[config.mk]
export PLATFORM = sky130hd
export DESIGN_NAME = keyed_chain_whitener
export DESIGN_NICKNAME = d
export VERILOG_FILES = /design/src/rtl/keyed_chain_whitener.sv
export SDC_FILE = /design/constraint.sdc
export NUM_CORES = 1
export LEC_CHECK = 0
export CAP_MARGIN = 10
export CELL_PAD_IN_SITES_DETAIL_PLACEMENT = 1
export CELL_PAD_IN_SITES_GLOBAL_PLACEMENT = 2
export CORE_ASPECT_RATIO = 0.9
export CORE_MARGIN = 2
export CORE_UTILIZATION = 43
export CTS_BUF_LIST = sky130_fd_sc_hd__clkbuf_2 sky130_fd_sc_hd__clkbuf_4 sky130_fd_sc_hd__clkbuf_8
export DETAILED_ROUTE_END_ITERATION = 8
export PLACE_DENSITY_LB_ADDON = 0.15
export SLEW_MARGIN = 20
export SYNTH_ARGS = -nofsm -noshare
export SYNTH_HDL_FRONTEND = slang
export SYNTH_SLANG_ARGS = --single-unit
[constraint.sdc]
create_clock -name clk -period 2.4 [get_ports clk]
set_clock_uncertainty 0.2 [all_clocks]
set_input_delay 0.48 -clock clk [delete_from_list [all_inputs] [get_ports clk]]
set_output_delay 0.48 -clock clk [all_outputs]
set_load 0.05 [all_outputs]
[src/rtl/keyed_chain_whitener.sv]
module keyed_chain_whitener #(
  parameter int SEL_W = 5,
  localparam int W = 1 << SEL_W
) (
  input  logic             clk,
  input  logic             rst_n,
  input  logic             in_valid,
  input  logic [W-1:0]     in_data,
  input  logic [SEL_W-1:0] rot_sel,
  input  logic             key_bit,
  output logic             out_valid,
  output logic [W-1:0]     out_data
);

  logic [W-1:0] perm;
  logic [W-1:0] chain;

  // left rotation: bit i takes source bit (i - rot_sel) mod W
  for (genvar i = 0; i < W; i++) begin : g_rot
    localparam logic [SEL_W-1:0] POS = SEL_W'(i);
    logic [SEL_W-1:0] src;
    assign src     = POS - rot_sel;
    assign perm[i] = in_data[src];
  end

  always_comb begin
    chain    = '0;
    chain[0] = key_bit ^ perm[0];
    for (int i = 1; i < W; i++)
      chain[i] = ~(chain[i-1] ^ perm[i]);
  end

  always_ff @(posedge clk or negedge rst_n) begin
    if (!rst_n) begin
      out_valid <= 1'b0;
      out_data  <= '0;
    end else begin
      out_valid <= in_valid;
      if (in_valid) out_data <= chain;
    end
  end

endmodule

==> reports/metrics.csv <==
stage,metric,value,unit
outcome,status,"finished, violations left",
outcome,failing checks,negative setup slack,
clock_network,clk sinks,33,
synth,post-synth top area share,31.9,%
synth,Synth area leaders,"mux4_2, dfrtp_1, mux2i_1",
clock_network,CTS tree,done,
clock_network,number of buffers created by CTS,5,
power_and_ir_drop,VDD IR-drop max,2.12,mV
cells_and_area,Layout fillers,1219,
placement,# port buffers,73,
global_routing,vias in the first global route,5841,
clock_network,CTS HTree Levels,2,
die,I/O pin count,74,
synth,yosys warns,0,
sta,fin crit period,4.61,ns
hold_path,hold_sp,out_data[18]$_DFFE_PN0P_,
route,Remaining DRCs,0,
route,DRT iter0 DRCs,589,
global_routing,antenna violations before repair,0,
global_routing,GR Overflow Total,0,
placement,dpl ws,-2.59,ns
synth,Synth Instances,441,
power_and_ir_drop,Logic pwr share,90.1,%
power_and_ir_drop,Leak Pwr,3.70,nW
route,TritonRoute pass-1 iters,5,
hold_path,WHS Path Cells,1,
synth,Yosys reg bits,33,
clock_network,Worst-path clk slew,0.07,ns
cells_and_area,"most common cell after layout, fill and taps aside",buf_4,
synth,Cell variety after synth,38,
route,Post-Route WL,26.9,mm
sta,Rel. slew slack,62.4,%
clock_network,Max clock buf depth,2,
power_and_ir_drop,power share of the clock group,2.7,%
synth,synthesized area per cell,12.5,um2
route,DR WL/cell,31.0,um
route,Vias,5623,
synth,register area share after synthesis,15.0,%
sta,f_max,217,MHz
placement,routability-driven placement congestion ratio,0.978,
synth,syn nets,494,
critical_path,R2R Path Start,out_data[16]$_DFFE_PN0P_,
critical_path,worst r2r dst,out_data[16]$_DFFE_PN0P_,
cells_and_area,n_diodes,0,
sta,final worst setup slack,-2.21,ns
run,max cap viols,0,
critical_path,Crit. End Element,flop,
global_routing,pin count of the biggest net entering global routing,48,
critical_path,critical path type,in -> reg,
die,Initial Util,43.8,%
critical_path,CP max FO,8,
power_and_ir_drop,switch share,44.7,%
cells_and_area,final std cells w/o fill,868,
die,core area,12600,um2
clock_network,clock root cell,clkbuf_8,
critical_path,CP startpoint kind,primary input,
sta,endpoints failing hold,0,
die,Die H,111,um
critical_path,FF-to-FF path depth,1,
critical_path,r2r setup slk,1.37,ns
power_and_ir_drop,register share of total power,7.2,%
power_and_ir_drop,PwrDens,1840,nW/um2
cells_and_area,area grow syn2layout,56.1,%
power_and_ir_drop,cell-internal power,8.74,mW
sta,Setup Viol. Count Final,32,
hold_path,Hold EP,out_data[18]$_DFFE_PN0P_,
clock_network,"Clk Latency, worst-skew pair",0.29,ns
sta,final max-slew violation count,0,
clock_network,"Hold-fix buffers, CTS",0,
cells_and_area,ratio of cells with drive above 1 in the final layout,55.8,%
critical_path,Critical Path AT,4.56,ns
critical_path,WP data required,2.36,ns
synth,"Cell Area, Synth",5510,um2
synth,Synth area leader,mux4_2,
route,Detail Route Antenna Nets,0,
sta,period utilization,192,%
power_and_ir_drop,net switching power figure,7.08,mW
die,die area,13700,um2
global_routing,All-Layer GR Usage,35.1,%
die,Die Wd,123,um
sta,measured slew at the worst slew-check pin,0.563,ns
placement,Cells after DPL,831,
global_routing,first-pass GRT wire length,35.5,mm
sta,RSZ-0062 raised after global routing,yes,
route,drt via density,6.48,
cells_and_area,most frequent cells in the layout,"buf_4, mux4_2, clkdlybuf4s50_1",
placement,post-DP HPWL,17.0,mm
die,site row count,39,
hold_path,worst min path class,reg -> reg,
cells_and_area,Final nets,756,
[cell families after synthesis]
group,count (synthesis),share of synthesized area [%]
mux,193,54.1
xor+xnor,84,16.2
simple gates,45,3.90
buf+inv,41,4.68
compound gates,33,3.45
flops,33,15.0
fa+ha+maj,12,2.72
[worst max-delay path, stage by stage]
cell	delay [ns]
buf_12	0.10
inv_16	0.03
ha_4	0.25
buf_12	0.15
mux2i_4	0.20
mux4_2	0.51
mux4_2	0.55
xor2_2	0.24
xor2_2	0.28
xor3_2	0.38
xnor2_4	0.24
buf_6	0.14
xor2_4	0.20
buf_4	0.17
xor2_4	0.17
buf_4	0.14
xnor2_1	0.16
a21oi_1	0.14
[worst max path at each step]
stage | start | endpoint | cells past startpoint
after CTS | rot_sel[1] | out_data[12]$_DFFE_PN0P_ | 16
after detailed placement | rot_sel[0] | out_data[12]$_DFFE_PN0P_ | 14
after global routing | rot_sel[0] | out_data[11]$_DFFE_PN0P_ | 16
after floorplan | rot_sel[0] | out_data[12]$_DFFE_PN0P_ | 17
final | rot_sel[0] | out_data[11]$_DFFE_PN0P_ | 18
after global placement | rot_sel[2] | out_data[26]$_DFFE_PN0P_ | 15
[routing by layer]
metal,global-route usage [%],up-vias,share of wire [%]
met1,45.4,2873,38
met3,8.81,111,8.9
met4,14.4,0,5.1
li1,-,2235,-
met2,56.3,404,48
met5,0,-,0
[synthesized netlist by cell type (all sizes together)]
library cell,n
nor3,8
nand3,12
ha,12
nor2,14
xor2,33
a21oi,23
clkbuf,8
xor3,1
a211o,4
and2b,1
o21ai,2
xnor3,4
xnor2,46
mux4,80
a211oi,2
a21boi,1
nor2b,3
buf,25
nand2b,1
dfrtp,33
nand4,3
a21o,1
nand2,3
mux2i,79
inv,8
mux2,34
[state kept, by name (all words and copies together) (netlist names)]
name	cells
out_data	32
out_valid	1
[power groups by stage]
stage | logic, mW | clock network, mW | registers, mW
floorplan | 5.39 | 0 | 2.03
global placement | 9.39 | 0 | 1.08
detailed placement | 9.77 | 0 | 1.10
CTS | 11.2 | 0.436 | 1.10
global route | 14.7 | 0.468 | 1.15
finish | 14.2 | 0.434 | 1.13
[stage by stage]
stage	hold WS [ns]	power, mW	setup TNS, ns	utilization, %	instance area [um2]
floorplan	-0.0156	7.42	-63.03	-	5630
global placement	0.294	10.5	-68.04	61.3	7710
detailed placement	0.300	10.9	-72.10	61.3	7710
CTS	0.318	12.8	-52.72	64.7	8150
global route	0.339	16.4	-60.41	68.4	8610
finish	0.315	15.8	-58.53	68.4	8610
[cell type report]
cell class                 count  area [um2]  share of cell area, %
clock buffer                   6        76.3                  0.887
sequential                    33         826                   9.60
timing repair buffer         288        2510                   29.1
inverter                       8        51.3                  0.596
tap                          164         205                   2.38
clock inverter                 2        10.0                  0.116
multi-input combinational    367        4930                   57.3
[repair_timing]
| item | 4_1_cts | 5_1_grt |
|---|---|---|
| cloned | 0 | 1 |
| setup buffers | 15 | 19 |
| setup endpoints to repair | 32 | 32 |
| gates resized for setup | 45 | 60 |
| pin swaps | 15 | 14 |
Note: power is estimated with default switching activity, not from simulation.
